$ cat config.mk
export PLATFORM = sky130hd
export DESIGN_NAME = periph_clk_gate
export DESIGN_NICKNAME = d
export VERILOG_FILES = /design/src/rtl/pcg_pkg.sv /design/src/rtl/pcg_ctrl_regs.sv /design/src/rtl/pcg_gate_cell.sv /design/src/rtl/pcg_access_filter.sv /design/src/rtl/periph_clk_gate.sv
export SDC_FILE = /design/constraint.sdc
export NUM_CORES = 1
export LEC_CHECK = 0
export ABC_AREA = 1
export BUFFER_PORTS_ARGS = -buffer_cell sky130_fd_sc_hd__buf_2
export CORE_ASPECT_RATIO = 1.1
export CORE_MARGIN = 5
export CORE_UTILIZATION = 30
export CTS_CLUSTER_SIZE = 25
export DETAILED_ROUTE_END_ITERATION = 12
export GPL_ROUTABILITY_DRIVEN = 0
export MAX_ROUTING_LAYER = met4
export PLACE_DENSITY = 0.67
export SLEW_MARGIN = 20
export SYNTH_ARGS = -nofsm -noshare
export SYNTH_HDL_FRONTEND = slang
export SYNTH_HIERARCHICAL = 1
export SYNTH_SLANG_ARGS = --single-unit
$ cat constraint.sdc
create_clock -name clk -period 1.9 [get_ports clk]
set_clock_uncertainty 0.2 [all_clocks]
set_input_delay 0.38 -clock clk [delete_from_list [all_inputs] [get_ports clk]]
set_output_delay 0.38 -clock clk [all_outputs]
set_load 0.01 [all_outputs]
$ cat src/rtl/pcg_pkg.sv
`timescale 1ns/1ps
package pcg_pkg;

    // Width of one gating control register.
    localparam int PCG_REG_W = 8;

    // Source of the bus read data.
    typedef enum logic [1:0] {
        SRC_NONE   = 2'd0,
        SRC_CTL    = 2'd1,
        SRC_PERIPH = 2'd2
    } rd_src_e;

endpackage

$ cat src/rtl/pcg_ctrl_regs.sv
`timescale 1ns/1ps
module pcg_ctrl_regs #(
    parameter int NUM_PERIPH = 14,
    parameter int REG_W      = pcg_pkg::PCG_REG_W,
    parameter int NUM_REGS   = (NUM_PERIPH + REG_W - 1) / REG_W,
    parameter int IDX_W      = (NUM_REGS > 1) ? $clog2(NUM_REGS) : 1
) (
    input  logic                  clk,
    input  logic                  rst_n,
    input  logic                  wr_i,
    input  logic [IDX_W-1:0]      idx_i,
    input  logic [REG_W-1:0]      wdata_i,
    output logic [REG_W-1:0]      rdata_o,
    output logic [NUM_PERIPH-1:0] en_o
);

    localparam int TOTAL_W = NUM_REGS * REG_W;
    localparam logic [TOTAL_W:0]   ONE_SH  = (TOTAL_W+1)'(1) << NUM_PERIPH;
    localparam logic [TOTAL_W-1:0] PRESENT = TOTAL_W'(ONE_SH - 1'b1);

    typedef struct packed {
        logic [TOTAL_W-1:0] en;
    } ctl_state_t;

    ctl_state_t st_d, st_q;
    logic       idx_ok;

    assign idx_ok = (int'(idx_i) < NUM_REGS);

    always_comb begin
        st_d = st_q;
        if (wr_i && idx_ok) begin
            st_d.en[int'(idx_i)*REG_W +: REG_W] =
                wdata_i & PRESENT[int'(idx_i)*REG_W +: REG_W];
        end
    end

    always_ff @(posedge clk or negedge rst_n) begin
        if (!rst_n) begin
            st_q.en <= PRESENT;
        end else begin
            st_q <= st_d;
        end
    end

    always_comb begin
        rdata_o = '0;
        if (idx_ok) begin
            rdata_o = st_q.en[int'(idx_i)*REG_W +: REG_W];
        end
    end

    assign en_o = st_q.en[NUM_PERIPH-1:0];

    for (genvar r = 0; r < NUM_REGS; r++) begin : g_reg_chk

        wr_apply_chk: assert property (@(posedge clk) disable iff (!rst_n)
            (wr_i && int'(idx_i) == r) |=>
            (st_q.en[r*REG_W +: REG_W] == ($past(wdata_i) & PRESENT[r*REG_W +: REG_W])));
    end


    hold_chk: assert property (@(posedge clk) disable iff (!rst_n)
        !wr_i |=> $stable(st_q.en));


    unused_zero_chk: assert property (@(posedge clk) disable iff (!rst_n)
        wr_i |=> ((st_q.en & ~PRESENT) == '0));

endmodule

$ cat src/rtl/pcg_gate_cell.sv
`timescale 1ns/1ps
module pcg_gate_cell (
    input  logic clk,
    input  logic rst_n,
    input  logic en_i,
    output logic gclk_o
);

    logic en_lat_q;

    // Enable is captured on the falling edge, so it is steady for the whole high phase.
    always_ff @(negedge clk or negedge rst_n) begin
        if (!rst_n) begin
            en_lat_q <= 1'b1;
        end else begin
            en_lat_q <= en_i;
        end
    end

    assign gclk_o = clk & en_lat_q;


    always @(en_lat_q) begin
        if (rst_n) begin
            glitch_free_chk: assert (clk == 1'b0);
        end
    end


    lat_track_chk: assert property (@(posedge clk) disable iff (!rst_n)
        en_lat_q == en_i);

endmodule

$ cat src/rtl/pcg_access_filter.sv
`timescale 1ns/1ps
module pcg_access_filter #(
    parameter int NUM_PERIPH = 14,
    parameter int DW         = pcg_pkg::PCG_REG_W
) (
    input  logic                     ctl_sel_i,
    input  logic                     bus_wr_i,
    input  logic [NUM_PERIPH-1:0]    sel_i,
    input  logic [NUM_PERIPH-1:0]    en_i,
    input  logic [NUM_PERIPH*DW-1:0] prdata_i,
    input  logic [DW-1:0]            ctl_rdata_i,
    output logic [NUM_PERIPH-1:0]    wr_en_o,
    output logic [DW-1:0]            rdata_o
);

    import pcg_pkg::*;

    logic [NUM_PERIPH-1:0] live_sel;
    logic [DW-1:0]         periph_or;
    rd_src_e               src;

    assign live_sel = sel_i & en_i;
    assign wr_en_o  = (bus_wr_i && !ctl_sel_i) ? live_sel : '0;

    always_comb begin
        periph_or = '0;
        for (int p = 0; p < NUM_PERIPH; p++) begin
            if (live_sel[p]) begin
                periph_or = periph_or | prdata_i[p*DW +: DW];
            end
        end
    end

    always_comb begin
        if (ctl_sel_i) begin
            src = SRC_CTL;
        end else if (|live_sel) begin
            src = SRC_PERIPH;
        end else begin
            src = SRC_NONE;
        end
    end

    always_comb begin
        case (src)
            SRC_CTL:    rdata_o = ctl_rdata_i;
            SRC_PERIPH: rdata_o = periph_or;
            default:    rdata_o = '0;
        endcase
    end

endmodule

$ cat src/rtl/periph_clk_gate.sv
`timescale 1ns/1ps
module periph_clk_gate #(
    parameter int NUM_PERIPH = 14,
    parameter int REG_W      = pcg_pkg::PCG_REG_W,
    parameter int NUM_REGS   = (NUM_PERIPH + REG_W - 1) / REG_W,
    parameter int IDX_W      = (NUM_REGS > 1) ? $clog2(NUM_REGS) : 1
) (
    input  logic                        clk,
    input  logic                        rst_n,
    input  logic                        ctl_sel,
    input  logic [IDX_W-1:0]            ctl_idx,
    input  logic                        bus_wr,
    input  logic [REG_W-1:0]            bus_wdata,
    output logic [REG_W-1:0]            bus_rdata,
    input  logic [NUM_PERIPH-1:0]       periph_sel,
    input  logic [NUM_PERIPH*REG_W-1:0] periph_rdata,
    output logic [NUM_PERIPH-1:0]       periph_wr_en,
    output logic [NUM_PERIPH-1:0]       periph_clk,
    output logic [NUM_PERIPH-1:0]       periph_clk_en
);

    logic [REG_W-1:0] ctl_rdata;
    logic             ctl_wr;

    assign ctl_wr = ctl_sel & bus_wr;

    pcg_ctrl_regs #(
        .NUM_PERIPH (NUM_PERIPH),
        .REG_W      (REG_W),
        .NUM_REGS   (NUM_REGS),
        .IDX_W      (IDX_W)
    ) u_regs (
        .clk     (clk),
        .rst_n   (rst_n),
        .wr_i    (ctl_wr),
        .idx_i   (ctl_idx),
        .wdata_i (bus_wdata),
        .rdata_o (ctl_rdata),
        .en_o    (periph_clk_en)
    );

    for (genvar p = 0; p < NUM_PERIPH; p++) begin : g_gate
        pcg_gate_cell u_cell (
            .clk    (clk),
            .rst_n  (rst_n),
            .en_i   (periph_clk_en[p]),
            .gclk_o (periph_clk[p])
        );
    end

    pcg_access_filter #(
        .NUM_PERIPH (NUM_PERIPH),
        .DW         (REG_W)
    ) u_filter (
        .ctl_sel_i   (ctl_sel),
        .bus_wr_i    (bus_wr),
        .sel_i       (periph_sel),
        .en_i        (periph_clk_en),
        .prdata_i    (periph_rdata),
        .ctl_rdata_i (ctl_rdata),
        .wr_en_o     (periph_wr_en),
        .rdata_o     (bus_rdata)
    );


    reset_all_on_chk: assert property (@(posedge clk) disable iff (!rst_n)
        $rose(rst_n) |-> (periph_clk_en == '1));


    gated_wr_chk: assert property (@(posedge clk) disable iff (!rst_n)
        (periph_wr_en & ~periph_clk_en) == '0);


    gated_rd_zero_chk: assert property (@(posedge clk) disable iff (!rst_n)
        (!ctl_sel && $onehot(periph_sel) && ((periph_sel & periph_clk_en) == '0))
        |-> (bus_rdata == '0));

endmodule

==> results of run 1 <==
-- cell type report --
class,count,area (sq um),share of cell area (%)
inverter,39,146.4,2.928
clock inverter,30,140.1,2.803
clock buffer,29,399.1,7.983
multi-input combinational,358,1769,35.39
tap,120,150.1,3.003
sequential,30,785.8,15.72
timing repair buffer,232,1609,32.18
-- power by group through the flow --
stage | combinational, mW | clock [mW] | sequential [mW]
3_3_place_gp | 1.30 | 0.396 | 0.910
5_1_grt | 1.67 | 2.31 | 0.943
3_5_place_dp | 1.31 | 0.396 | 0.914
4_1_cts | 1.43 | 2.19 | 0.921
2_1_floorplan | 0.812 | 0.297 | 0.850
6_report | 1.52 | 2.15 | 0.928
-- stage by stage --
step	instances	utilization [%]
2_1_floorplan	503	-
6_report	838	50.80
5_1_grt	838	50.80
3_3_place_gp	816	42.96
3_5_place_dp	816	42.96
4_1_cts	836	48.91
-- routing by layer --
| metal | wire, microns | vias up | global-route usage, % |
|---|---|---|---|
| met3 | 939 | 32 | 5.334 |
| met5 | 0 | - | - |
| li1 | - | 1961 | - |
| met4 | 352 | 0 | 12.44 |
| met2 | 6381 | 155 | 33.50 |
| met1 | 4604 | 1726 | 21.49 |
-- cell usage in the layout (no fill, tap or decap), drive strengths merged --
cell type	count
buf	243
nand2	193
nand3	126
inv	67
nor2	29
dfstp	28
clkbuf	16
nor3	8
dlygate4sd3	2
o21ai	2
dfrtp	2
clkinvlp	1
bufinv	1
-- critical path, stage by stage, from the launching register on --
cell and delay (ps):
dfstp_2 510, nand2_2 60, inv_2 60, buf_6 100
-- sequential cells by signal (all words and copies together), names as in the netlist --
signal                  count
g_gate.u_cell/en_lat_q     14
u_regs/st_q                16
-- cells by family after synthesis --
| family | after synthesis | share of synthesized area (%) |
|---|---|---|
| AO/OA/AOI/OAI | 2 | 0.3327 |
| flip-flops | 30 | 26.11 |
| buffers and inverters | 115 | 21.33 |
| AND/OR/NAND/NOR | 356 | 52.22 |
-- worst paths after layout --
kind / start / end / slack (ps) / depth (start not counted)
max in group asynchronous: rst_n / g_gate[10].u_cell/en_lat_q / 120 / 3
worst min register to register: u_regs/st_q[14] / u_regs/st_q[14] / 300 / 2
worst max-delay path: g_gate[4].u_cell/en_lat_q / periph_clk[4] / -810 / 3
worst min-delay path: bus_wdata[7] / u_regs/st_q[7] / 10 / 3
min in group asynchronous: rst_n / u_regs/st_q[14] / 260 / 3
worst max register to register: u_regs/st_q[10] / g_gate[10].u_cell/en_lat_q / -70 / 2
-- what timing repair did --
action	4_1_cts	5_1_grt
pin swaps	15	21
buffers inserted	4	6
setup endpoints to repair	51	59
gates resized for setup	69	49
gates cloned	0	2
hold endpoints to repair	9	0
hold buffers	2	0
==> results.sh, run 1 <==
export IMPL_outcome="finished with violations"
export IMPL_violations="setup timing"
export IMPL_dr_pass1_iters=4
export IMPL_syn_area_sq_um=3009
export IMPL_synth_yosys_seq_area_share_pct=26.11
export IMPL_p_per_area_nw_per_um2=919.1
export IMPL_io_buffers=188
export IMPL_final_nets=855
export IMPL_synth_distinct_cells=16
export IMPL_initial_utilization_pct=30.57
export IMPL_clk_pin_slew_ps=60
export IMPL_ios=189
export IMPL_die_x_microns=105.5
export IMPL_async_flop_share_pct=100.0
export IMPL_tns_ps=-15740
export IMPL_synthTopCellsByCount="nand2_1 (177), nand3_1 (126), inv_1 (63)"
export IMPL_fill_cells=1033
export IMPL_cts_tree="built"
export IMPL_drt_iter0_drc=213
export IMPL_std_cell_rows=38
export IMPL_routedWlPerCell_microns=14.65
export IMPL_p_clk_share_pct=46.8
export IMPL_yosysTopAreaCell="dfstp_2"
export IMPL_ys_seq_elements=30
export IMPL_p_int_mw=2.899
export IMPL_grt_total_usage_pct=20.15
export IMPL_grt_antenna_before_repair=0
export IMPL_yosys_warnings=6
export IMPL_syn_to_final_growth_pct=66.15
export IMPL_path_class="reg -> out"
export IMPL_clk_latency_ps=380
export IMPL_grt_setup_unrepaired="yes"
export IMPL_arrival_ps=2130
export IMPL_critPathLaunchType="flip-flop"
export IMPL_seq_power_share_pct=20.2
export IMPL_swShare_pct=36.92
export IMPL_worst_hold_slack_ps=13.67
export IMPL_synth_main_ff_cell="dfstp_2"
export IMPL_netlist_area_leader_share_pct=24.45
export IMPL_cp_end_kind="output port"
export IMPL_maxCapViolCount=0
export IMPL_hp_class="in -> reg"
export IMPL_grt_max_degree=24
export IMPL_synthTopCellsByArea="dfstp_2 (24%), nand2_1 (22%), nand3_1 (21%)"
export IMPL_synth_most_common_cell="nand2_1"
export IMPL_finalHoldViolCount=0
export IMPL_vias_per_cell=4.623
export IMPL_grt_pass1_wl_mm=18.55
export IMPL_antenna_cells=0
export IMPL_ir_drop_v=0.0007347
export IMPL_final_area_sq_um=5000
export IMPL_dpl_instance_area_sq_um=4228
export IMPL_required_ps=1320
export IMPL_power_switching_mw=1.696
export IMPL_drive_gt1_share_pct=53.76
export IMPL_tightest_slew_ps=411.3
export IMPL_hpwlAfterDp_mm=9.633
export IMPL_setup_viol=49
export IMPL_postRouteAntennaNets=0
export IMPL_coreArea_sq_um=9842
export IMPL_syn_inst=503
export IMPL_layout_setup_ws_ps=-812.8
export IMPL_syn_nets=642
export IMPL_die_y_microns=115.0
export IMPL_synth_edf_count=0
export IMPL_synth_area_per_cell_sq_um=5.982
export IMPL_drv_slew=0
export IMPL_relSlewSlack_pct=72.48
export IMPL_cp_max_fo=1
export IMPL_overflow=0
export IMPL_dpl_worst_slack_ps=-316.3
export IMPL_dieArea_sq_um=12140
export IMPL_p_leak_nw=2.896
export IMPL_grt_pass1_vias=4028
export IMPL_power_mw=4.595
export IMPL_drc=0
export IMPL_via_count=3874
export IMPL_pwr_share_comb_pct=33.0
export IMPL_drt_wl_total_mm=12.28
Power figures use the tool's default switching activity.
==> run 2: changes to the inputs <==
--- a/config.mk
+++ b/config.mk
@@ -6,7 +6,7 @@
 export NUM_CORES = 1
 export LEC_CHECK = 0
 export ABC_AREA = 1
-export BUFFER_PORTS_ARGS = -buffer_cell sky130_fd_sc_hd__buf_2
+export BUFFER_PORTS_ARGS = -buffer_cell sky130_fd_sc_hd__buf_4
 export CORE_ASPECT_RATIO = 1.1
 export CORE_MARGIN = 5
 export CORE_UTILIZATION = 30
==> results.sh, run 2 (synthesis results as in run 1) <==
export IMPL_outcome="finished with violations"
export IMPL_violations="setup timing"
export IMPL_layout_setup_ws_ps=-811.6
export IMPL_drc=0
export IMPL_hpwlAfterDp_mm=10.19
export IMPL_coreArea_sq_um=9842
export IMPL_antenna_cells=0
export IMPL_postRouteAntennaNets=0
export IMPL_grt_max_degree=21
export IMPL_drive_gt1_share_pct=53.61
export IMPL_drt_wl_total_mm=13.13
export IMPL_final_cell_mix="buf_4 (173), nand2_1 (137), nand3_1 (125), buf_6 (67), nand2_2 (51)"
export IMPL_grt_setup_unrepaired="yes"
export IMPL_required_ps=1320
export IMPL_finalHoldViolCount=0
export IMPL_grt_pass1_wl_mm=19.42
export IMPL_via_count=3993
export IMPL_met3_usage_pct=5.559
export IMPL_grt_use_met2_pct=35.76
export IMPL_clk_latency_ps=380
export IMPL_critPathLaunchType="flip-flop"
export IMPL_crit_family="flip-flops"
export IMPL_ir_drop_v=0.0007204
export IMPL_relSlewSlack_pct=75.43
export IMPL_die_x_microns=105.5
export IMPL_p_leak_nw=3.011
export IMPL_grt_total_usage_pct=20.86
export IMPL_regMostFlops="u_regs/st_q"
export IMPL_dr_pass1_iters=4
export IMPL_ios=189
export IMPL_tightest_slew_ps=368.2
export IMPL_vias_per_cell=4.754
export IMPL_p_per_area_nw_per_um2=840.3
export IMPL_path_class="reg -> out"
export IMPL_dp_cells=811
export IMPL_multi_input_area_sq_um=1809
export IMPL_dieArea_sq_um=12140
export IMPL_die_y_microns=115.0
export IMPL_finalCoreUtilization_pct=55.09
export IMPL_path_cells="nand2_2, inv_2, buf_6"
export IMPL_slowest_delay_ps=520
export IMPL_setup_viol=51
export IMPL_worst_hold_slack_ps=24.89
export IMPL_syn_to_final_growth_pct=80.17
export IMPL_grt_busiest_layer="met2"
export IMPL_final_common_cell="buf_4"
export IMPL_largest_register_ffs=16
export IMPL_cp_end_kind="output port"
export IMPL_cts_tree="built"
export IMPL_drv_slew=0
export IMPL_maxCapViolCount=0
export IMPL_final_cell_count_no_fill=840
export IMPL_cp_max_fo=1
export IMPL_use_met1_pct=21.58
export IMPL_critPathBufInv=2
export IMPL_io_buffers=188
export IMPL_reg_top3="u_regs/st_q: 16 flops, g_gate.u_cell/en_lat_q: 14 flops"
export IMPL_routedWlPerCell_microns=15.63
export IMPL_drt_iter0_drc=161
export IMPL_startpoint="g_gate[0].u_cell/en_lat_q"
export IMPL_final_nets=857
export IMPL_r2r_start="u_regs/st_q[8]"
export IMPL_std_cell_rows=38
export IMPL_initial_utilization_pct=30.57
export IMPL_fill_cells=943
export IMPL_arrival_ps=2130
export IMPL_ff_latch_area_sq_um=785.8
export IMPL_cp_slowest_cell="dfstp_2"
export IMPL_grt_pass1_vias=4183
export IMPL_overflow=0
export IMPL_clk_pin_slew_ps=60
export IMPL_hold_start="bus_wdata[3]"
export IMPL_grt_antenna_before_repair=0
export IMPL_hp_class="in -> reg"
run 2: power breakdown:
group / total, mW / switching, mW / internal, mW
Combinational: 1.65 / 0.789 / 0.863
Clock: 1.98 / 0.828 / 1.16
Sequential: 0.919 / 0.110 / 0.810
Total: 4.56 / 1.73 / 2.83
run 2: through the flow:
step | power, mW | instance area (sq um) | TNS (ps) | setup slack (ps)
after floorplan | 1.959 | 3085 | -3199 | -228.5
after global placement | 2.749 | 4611 | -5189 | -307.6
after detailed placement | 2.770 | 4611 | -5323 | -313.7
after CTS | 4.490 | 5250 | -15770 | -794.3
after global routing | 4.875 | 5421 | -17390 | -840.3
final | 4.555 | 5421 | -15390 | -811.6
run 2: path summary, 6_finish.rpt:
path                            cells past startpoint                   endpoint  slack, ps
worst min register to register                      2            u_regs/st_q[15]        290
worst min-delay path                                3            u_regs/st_q[11]         20
min in group asynchronous                           2             u_regs/st_q[3]        450
max in group asynchronous                           2  g_gate[8].u_cell/en_lat_q        130
worst max register to register                      2  g_gate[8].u_cell/en_lat_q        -50
worst max-delay path                                3              periph_clk[0]       -810
run 2: cell type report:
cell class | count | share of cell area (%)
inverter | 39 | 2.700
tap | 120 | 2.769
clock inverter | 30 | 2.123
clock buffer | 29 | 7.177
timing repair buffer | 234 | 37.36
multi-input combinational | 358 | 33.37
sequential | 30 | 14.49
run 2: what timing repair did:
item,in CTS,in global routing
setup buffers,11,9
setup endpoints to repair,52,57
pin swaps,26,25
gates cloned,2,0
hold buffers,1,0
hold endpoints to repair,6,0
gates resized for setup,97,42
run 2: worst register-to-register path: cells and delay by family (launching register included):
| family | cells | cell delay (ps) |
|---|---|---|
| buffers and inverters | 2 | 200 |
| flip-flops | 1 | 610 |
run 2: routing by layer:
metal	up-vias	wire [microns]
li1	1962	-
met1	1816	4958
met2	174	6823
met3	41	887
met4	0	461
met5	-	0
